--- src/rtl/irq_route_pkg.sv ---
package irq_route_pkg;

  localparam int ENTRY_W  = 64;
  localparam int B_VEC    = 0;
  localparam int B_MODE   = 8;
  localparam int B_DMODE  = 11;
  localparam int B_POL    = 13;
  localparam int B_REMOTE = 14;
  localparam int B_TRIG   = 15;
  localparam int B_MASK   = 16;
  localparam int B_DEST   = 56;

  localparam logic [2:0] DM_EXTERNAL = 3'b111;

  typedef struct packed {
    logic [7:0] dest;
    logic       mask;
    logic       trig;
    logic       pol;
    logic       dmode;
    logic [2:0] mode;
    logic [7:0] vector;
  } pin_cfg_t;

  typedef struct packed {
    logic [7:0] vector;
    logic [7:0] dest;
    logic       dest_mode;
    logic [2:0] mode;
    logic       level;
  } dlv_msg_t;

  localparam pin_cfg_t RESET_CFG = '{dest: 8'h00, mask: 1'b1, trig: 1'b0, pol: 1'b0,
                                     dmode: 1'b0, mode: 3'd0, vector: 8'h00};

  function automatic logic [ENTRY_W-1:0] cfg_word(pin_cfg_t c, logic remote);
    logic [ENTRY_W-1:0] w;
    w = '0;
    w[B_DEST +: 8]  = c.dest;
    w[B_MASK]       = c.mask;
    w[B_TRIG]       = c.trig;
    w[B_REMOTE]     = remote;
    w[B_POL]        = c.pol;
    w[B_DMODE]      = c.dmode;
    w[B_MODE +: 3]  = c.mode;
    w[B_VEC +: 8]   = c.vector;
    return w;
  endfunction

endpackage

--- src/rtl/irq_route_table.sv ---
module irq_route_table
  import irq_route_pkg::*;
#(
  parameter int NUM_PINS = 24,
  parameter int PIN_W    = 5
) (
  input  logic                clk,
  input  logic                rst,
  input  logic                wr_en,
  input  logic [PIN_W-1:0]    wr_pin,
  input  logic [ENTRY_W-1:0]  wr_data,
  input  logic [PIN_W-1:0]    rd_pin,
  output logic [ENTRY_W-1:0]  rd_data,
  input  logic [PIN_W-1:0]    sel_pin,
  output dlv_msg_t            sel_msg,
  input  logic                take_valid,
  input  logic [PIN_W-1:0]    take_pin,
  input  logic                eoi_valid,
  input  logic [7:0]          eoi_vector,
  output logic                eoi_hit_any,
  output logic [NUM_PINS-1:0] pol_v,
  output logic [NUM_PINS-1:0] trig_v,
  output logic [NUM_PINS-1:0] mask_v,
  output logic [NUM_PINS-1:0] remote_v
);

  pin_cfg_t              cfg_a [NUM_PINS];
  pin_cfg_t              wr_cfg;
  logic [NUM_PINS-1:0]   eoi_hit;
  logic                  unused_wr_bits;

  assign unused_wr_bits = ^{wr_data[55:17], wr_data[B_REMOTE], wr_data[12]};

  always_comb begin
    wr_cfg.dest   = wr_data[B_DEST +: 8];
    wr_cfg.mask   = wr_data[B_MASK];
    wr_cfg.trig   = wr_data[B_TRIG];
    wr_cfg.pol    = wr_data[B_POL];
    wr_cfg.dmode  = wr_data[B_DMODE];
    wr_cfg.mode   = wr_data[B_MODE +: 3];
    wr_cfg.vector = wr_data[B_VEC +: 8];
  end

  for (genvar i = 0; i < NUM_PINS; i++) begin : g_pin
    pin_cfg_t cfg_q;
    logic     remote_q;
    logic     wr_sel;
    logic     take_sel;

    assign wr_sel   = wr_en && (wr_pin == PIN_W'(i));
    assign take_sel = take_valid && (take_pin == PIN_W'(i));

    always_ff @(posedge clk) begin
      if (rst) begin
        cfg_q    <= RESET_CFG;
        remote_q <= 1'b0;
      end else begin
        if (wr_sel) cfg_q <= wr_cfg;
        if (eoi_hit[i])                 remote_q <= 1'b0;
        else if (take_sel && cfg_q.trig) remote_q <= 1'b1;
      end
    end

    assign eoi_hit[i]  = eoi_valid && remote_q && (cfg_q.vector == eoi_vector);
    assign cfg_a[i]    = cfg_q;
    assign pol_v[i]    = cfg_q.pol;
    assign trig_v[i]   = cfg_q.trig;
    assign mask_v[i]   = cfg_q.mask;
    assign remote_v[i] = remote_q;
  end

  assign eoi_hit_any = |eoi_hit;

  always_comb begin
    rd_data = '0;
    if (32'(rd_pin) < NUM_PINS) rd_data = cfg_word(cfg_a[rd_pin], remote_v[rd_pin]);
  end

  always_comb begin
    sel_msg = '0;
    if (32'(sel_pin) < NUM_PINS) begin
      sel_msg.vector    = cfg_a[sel_pin].vector;
      sel_msg.dest      = cfg_a[sel_pin].dest;
      sel_msg.dest_mode = cfg_a[sel_pin].dmode;
      sel_msg.mode      = cfg_a[sel_pin].mode;
      sel_msg.level     = cfg_a[sel_pin].trig;
    end
  end

endmodule

--- src/rtl/irq_route_pending.sv ---
module irq_route_pending #(
  parameter int NUM_PINS  = 24,
  parameter int PIN_W     = 5,
  parameter int SRC_W     = 5,
  parameter int STEER_SRC = 0,
  parameter int STEER_PIN = 2
) (
  input  logic                clk,
  input  logic                rst,
  input  logic                src_valid,
  input  logic [SRC_W-1:0]    src_idx,
  input  logic                src_level,
  input  logic [NUM_PINS-1:0] pol_v,
  input  logic [NUM_PINS-1:0] trig_v,
  input  logic [NUM_PINS-1:0] mask_v,
  input  logic                take_valid,
  input  logic [PIN_W-1:0]    take_pin,
  output logic [NUM_PINS-1:0] pending_o,
  output logic                set_any
);

  logic [SRC_W-1:0]    tgt;
  logic [NUM_PINS-1:0] set_v;
  logic [NUM_PINS-1:0] clr_v;
  logic [NUM_PINS-1:0] pend_q;

  assign tgt = (src_idx == SRC_W'(STEER_SRC)) ? SRC_W'(STEER_PIN) : src_idx;

  always_comb begin
    for (int i = 0; i < NUM_PINS; i++) begin
      logic hit;
      logic act;
      hit      = src_valid && (tgt == SRC_W'(i));
      act      = src_level ^ pol_v[i];
      set_v[i] = hit && act && (trig_v[i] || !mask_v[i]);
      clr_v[i] = (hit && !act && trig_v[i]) ||
                 (take_valid && (take_pin == PIN_W'(i)) && !trig_v[i]);
    end
  end

  always_ff @(posedge clk) begin
    if (rst) pend_q <= '0;
    else     pend_q <= (pend_q & ~clr_v) | set_v;
  end

  assign pending_o = pend_q;
  assign set_any   = |set_v;

endmodule

--- src/rtl/irq_route_scan.sv ---
module irq_route_scan
  import irq_route_pkg::*;
#(
  parameter int NUM_PINS = 24,
  parameter int PIN_W    = 5
) (
  input  logic                clk,
  input  logic                rst,
  input  logic                pass_req,
  input  logic [NUM_PINS-1:0] elig,
  output logic [PIN_W-1:0]    sel_pin,
  input  dlv_msg_t            sel_msg,
  output logic                take_valid,
  output logic [PIN_W-1:0]    take_pin,
  output logic                dlv_valid,
  input  logic                dlv_ready,
  output dlv_msg_t            dlv_msg,
  output logic                ext_req,
  input  logic                ext_ack,
  input  logic [7:0]          ext_vector
);

  localparam int PTR_W = PIN_W + 1;

  logic             active_q;
  logic             rerun_q;
  logic [PTR_W-1:0] ptr_q;
  logic             valid_q;
  logic             ext_q;
  dlv_msg_t         msg_q;
  logic             hit;
  logic [PIN_W-1:0] hit_idx;
  logic             busy;

  always_comb begin
    hit     = 1'b0;
    hit_idx = '0;
    for (int i = NUM_PINS - 1; i >= 0; i--) begin
      if (elig[i] && (PTR_W'(i) >= ptr_q)) begin
        hit     = 1'b1;
        hit_idx = PIN_W'(i);
      end
    end
  end

  assign busy       = valid_q || ext_q;
  assign take_valid = active_q && !busy && hit;
  assign take_pin   = hit_idx;
  assign sel_pin    = hit_idx;

  always_ff @(posedge clk) begin
    if (rst) begin
      active_q <= 1'b0;
      rerun_q  <= 1'b0;
      ptr_q    <= '0;
      valid_q  <= 1'b0;
      ext_q    <= 1'b0;
      msg_q    <= '0;
    end else begin
      if (valid_q && dlv_ready) valid_q <= 1'b0;
      if (ext_q && ext_ack) begin
        ext_q        <= 1'b0;
        valid_q      <= 1'b1;
        msg_q.vector <= ext_vector;
      end
      if (!active_q) begin
        if (pass_req) begin
          active_q <= 1'b1;
          ptr_q    <= '0;
          rerun_q  <= 1'b0;
        end
      end else if (busy) begin
        if (pass_req) rerun_q <= 1'b1;
      end else if (hit) begin
        msg_q <= sel_msg;
        ptr_q <= PTR_W'(hit_idx) + PTR_W'(1);
        if (pass_req) rerun_q <= 1'b1;
        if (sel_msg.mode == DM_EXTERNAL) ext_q <= 1'b1;
        else                             valid_q <= 1'b1;
      end else if (rerun_q || pass_req) begin
        ptr_q   <= '0;
        rerun_q <= 1'b0;
      end else begin
        active_q <= 1'b0;
      end
    end
  end

  assign dlv_valid = valid_q;
  assign dlv_msg   = msg_q;
  assign ext_req   = ext_q;

endmodule

--- src/rtl/irq_route_engine.sv ---
module irq_route_engine
  import irq_route_pkg::*;
#(
  parameter int NUM_PINS  = 24,
  parameter int SRC_W     = 5,
  parameter int STEER_SRC = 0,
  parameter int STEER_PIN = 2,
  parameter int PIN_W     = $clog2(NUM_PINS)
) (
  input  logic               clk,
  input  logic               rst,
  input  logic               src_valid,
  input  logic [SRC_W-1:0]   src_idx,
  input  logic               src_level,
  input  logic               cfg_wr_en,
  input  logic [PIN_W-1:0]   cfg_wr_pin,
  input  logic [63:0]        cfg_wr_data,
  input  logic [PIN_W-1:0]   cfg_rd_pin,
  output logic [63:0]        cfg_rd_data,
  input  logic               eoi_valid,
  input  logic [7:0]         eoi_vector,
  output logic               dlv_valid,
  input  logic               dlv_ready,
  output logic [7:0]         dlv_vector,
  output logic [7:0]         dlv_dest,
  output logic               dlv_dest_mode,
  output logic [2:0]         dlv_mode,
  output logic               dlv_level,
  output logic               ext_req,
  input  logic               ext_ack,
  input  logic [7:0]         ext_vector
);

  logic [NUM_PINS-1:0] pol_v, trig_v, mask_v, remote_v, pending, elig;
  logic                eoi_hit_any, set_any, pass_req;
  logic                take_valid;
  logic [PIN_W-1:0]    take_pin, sel_pin;
  dlv_msg_t            sel_msg, dlv_msg;

  irq_route_table #(.NUM_PINS(NUM_PINS), .PIN_W(PIN_W)) u_table (
    .clk         (clk),
    .rst         (rst),
    .wr_en       (cfg_wr_en),
    .wr_pin      (cfg_wr_pin),
    .wr_data     (cfg_wr_data),
    .rd_pin      (cfg_rd_pin),
    .rd_data     (cfg_rd_data),
    .sel_pin     (sel_pin),
    .sel_msg     (sel_msg),
    .take_valid  (take_valid),
    .take_pin    (take_pin),
    .eoi_valid   (eoi_valid),
    .eoi_vector  (eoi_vector),
    .eoi_hit_any (eoi_hit_any),
    .pol_v       (pol_v),
    .trig_v      (trig_v),
    .mask_v      (mask_v),
    .remote_v    (remote_v)
  );

  irq_route_pending #(
    .NUM_PINS(NUM_PINS), .PIN_W(PIN_W), .SRC_W(SRC_W),
    .STEER_SRC(STEER_SRC), .STEER_PIN(STEER_PIN)
  ) u_pend (
    .clk        (clk),
    .rst        (rst),
    .src_valid  (src_valid),
    .src_idx    (src_idx),
    .src_level  (src_level),
    .pol_v      (pol_v),
    .trig_v     (trig_v),
    .mask_v     (mask_v),
    .take_valid (take_valid),
    .take_pin   (take_pin),
    .pending_o  (pending),
    .set_any    (set_any)
  );

  assign elig     = pending & ~mask_v & ~remote_v;
  assign pass_req = set_any || cfg_wr_en || eoi_hit_any;

  irq_route_scan #(.NUM_PINS(NUM_PINS), .PIN_W(PIN_W)) u_scan (
    .clk        (clk),
    .rst        (rst),
    .pass_req   (pass_req),
    .elig       (elig),
    .sel_pin    (sel_pin),
    .sel_msg    (sel_msg),
    .take_valid (take_valid),
    .take_pin   (take_pin),
    .dlv_valid  (dlv_valid),
    .dlv_ready  (dlv_ready),
    .dlv_msg    (dlv_msg),
    .ext_req    (ext_req),
    .ext_ack    (ext_ack),
    .ext_vector (ext_vector)
  );

  assign dlv_vector    = dlv_msg.vector;
  assign dlv_dest      = dlv_msg.dest;
  assign dlv_dest_mode = dlv_msg.dest_mode;
  assign dlv_mode      = dlv_msg.mode;
  assign dlv_level     = dlv_msg.level;

endmodule

--- config.mk ---
export PLATFORM = sky130hd
export DESIGN_NAME = irq_route_engine
export DESIGN_NICKNAME = d
export VERILOG_FILES = /design/src/rtl/irq_route_pkg.sv /design/src/rtl/irq_route_table.sv /design/src/rtl/irq_route_pending.sv /design/src/rtl/irq_route_scan.sv /design/src/rtl/irq_route_engine.sv
export SDC_FILE = /design/constraint.sdc
export NUM_CORES = 2
export LEC_CHECK = 0
export BUFFER_PORTS_ARGS = -buffer_cell sky130_fd_sc_hd__buf_4
export CORE_UTILIZATION = 55
export CTS_CLUSTER_DIAMETER = 80
export DETAILED_ROUTE_END_ITERATION = 16
export PLACE_DENSITY = 0.77
export REMOVE_ABC_BUFFERS = 1
export SLEW_MARGIN = 20
export SYNTH_ARGS = -nofsm -noshare
export SYNTH_HDL_FRONTEND = slang
export SYNTH_HIERARCHICAL = 1
export SYNTH_SLANG_ARGS = --single-unit
--- constraint.sdc ---
create_clock -name clk -period 6.7 [get_ports clk]
set_input_delay 0.335 -clock clk [delete_from_list [all_inputs] [get_ports clk]]
set_output_delay 0.335 -clock clk [all_outputs]
set_load 0.01 [all_outputs]
==> metrics.cfg <==
[run_status]
status = completed

[placement]
gp_congestion = 1.024
pre_cts_slack_ps = 1696
placedCellCount = 4760
place_area_um2 = 36570
port_buffers = 108
dp.final_hpwl_mm = 79.19

[setup_path]
required_ps = 7180
cp.arrival_ps = 5590
criticalPathCategory = reg -> reg
cp-end-kind = register
critPathLaunchType = register
crit_slowest_cell = dfxtp_1
cpPeakStageDelay_ps = 950
crit_fanout = 72
critPathMostFrequentCell = o22ai_1
crit_chain = nand2_1 -> a211oi_1 -> o32ai_1 -> a211oi_1 -> o22ai_1 -> a32oi_4 -> buf_12 -> mux4_2 -> mux4_2 -> inv_1 -> o22ai_1 -> nand3_1 -> o22ai_1 -> nor2b_1

[clock_network]
cts_tree = built
clkTransAtPathRegs_ps = 60
insertion_delay_ps = 630
postCtsSetupBuffers = 0
cts_inserted_buffers = 68
root_buffer = clkbuf_16
cts.path.max_buffers = 3
clock_sinks = 631
cts-htree-levels = 3

[detailed_routing]
drt-pass1-iter-count = 11
via_per_inst = 6.699
ant_nets = 0
drc = 0
drtIter0Drc = 4684
wl_mm = 126.8
vias = 32690
detail_route.wl_per_cell_um = 25.98

[final_layout]
drive_gt1_share_pct = 16.40
final-seq-area_um2 = 12630
final_area_um2 = 38820
fin_nets = 4080
mostFrequentLayoutCells = nand2_1, dfxtp_1, a21oi_1, mux4_2, buf_4
multi_input_area_um2 = 21130
fill_cells = 5526
mostFrequentLayoutCell = nand2_1
instances_no_fill = 4880
synthToLayoutAreaGrowth_pct = 6.535
n_antenna_cell = 0

[timing]
finalHoldViolations = 0
timing.final.crit_period_ps = 5114
finalCritPeriodShare_pct = 76.33
slew_headroom_pct = 15.20
fin_worst_skew_ps = 29.26
tns_ps = 0
fmax_mhz = 195.5
hold_slack_ps = 45.60
finalWorstSetupSlack_ps = 1586
tightest_slew_ps = 1265
setup_violations = 0
slew_viol_final = 0
rsz0062_at_grt = false

[floorplanning]
die_area_um2 = 67280
fp.dieH_um = 259.4
ios = 190
die_w_um = 259.4
fp-row-count = 93
coreArea_um2 = 64930
start_util_pct = 56.12

[power_and_ir_drop]
vdd_ir_drop_max_mv = 0.2321
powerDensity_nw_per_um2 = 211.4
p_leak_nw = 12.90

[flow_run]
maxCapViolations = 0

[global_route]
grt_first_pass_wirelength_mm = 189.2
grt-ovfl-total = 0
antenna_found_initial = 0
grt_use_total_pct = 37.23
grt_max_degree = 244
grt_pass1_vias = 31000

[hold_path]
hold_path_class = in -> reg

[synth]
synth_area_per_cell_um2 = 8.692
syn-cell-area_um2 = 36440
ys_warn_count = 6
netlist_instances = 4192

## repair_timing
item / CTS / global route
hold buffers: 1 / 0
resized for setup: 0 / 0
hold endpoints to repair: 1 / 0
## per-stage QoR
stage               total power, mW  utilization [%]
finish                        8.205            59.79
global route                  8.392            59.79
CTS                           8.205            59.79
detailed placement            4.429            56.31
global placement              4.424            56.31
floorplan                     4.082                -
## cell type report
type	instances	area share, %
flip-flops and latches	631	32.54
multi-input cells	3010	54.43
clock inverters	22	0.6994
clock buffers	97	5.080
repair buffers	172	3.575
well taps	855	2.756
inverters	93	0.9154
## flip-flops by register name (all words and copies together) (netlist names)
register,count
u_scan/dlv_msg,21
u_table/cfg_a,480
u_table/g_pin.remote_q,24
u_table/trig_v,24
u_scan/active_q,1
u_scan/ext_req,1
u_scan/dlv_valid,1
u_scan/ptr_q,6
u_table/mask_v,24
u_table/pol_v,24
u_scan/rerun_q,1
u_pend/pending_o,24
## power by group
group,internal [mW],switching (mW),total [mW],leakage [nW]
registers,3.78,0.0258,3.80,5.09
logic,0.168,0.396,0.564,6.73
clock network,2.21,1.63,3.84,1.09
## final timing paths
path	from	to	slack (ps)	cells after the start
min reg2reg	u_scan/dlv_msg[10]	u_scan/dlv_msg[10]	460	2
max reg2reg	u_scan/ptr_q[2]	u_scan/ext_req	1590	14
min	ext_vector[5]	u_scan/dlv_msg[18]	50	3
max	u_scan/ptr_q[2]	u_scan/ext_req	1590	14
## critical path, delay by kind of cell, from the launching register on
family / cells / cell delay, ps
DFF: 1 / 950
and+or+nand+nor: 3 / 750
AOI/OAI and AO/OA: 7 / 1410
buffers and inverters: 2 / 520
muxes: 2 / 1160
## layer usage
metal / vias to the layer above / global-route usage (%) / part of all wire [%]
met3: 560 / 9.549 / 14
met5: - / 0 / 0
li1: 14050 / - / -
met2: 2483 / 54.73 / 43
met1: 15600 / 48.06 / 35
met4: 0 / 25.65 / 7.9
Note: power is estimated with default switching activity, not from simulation.
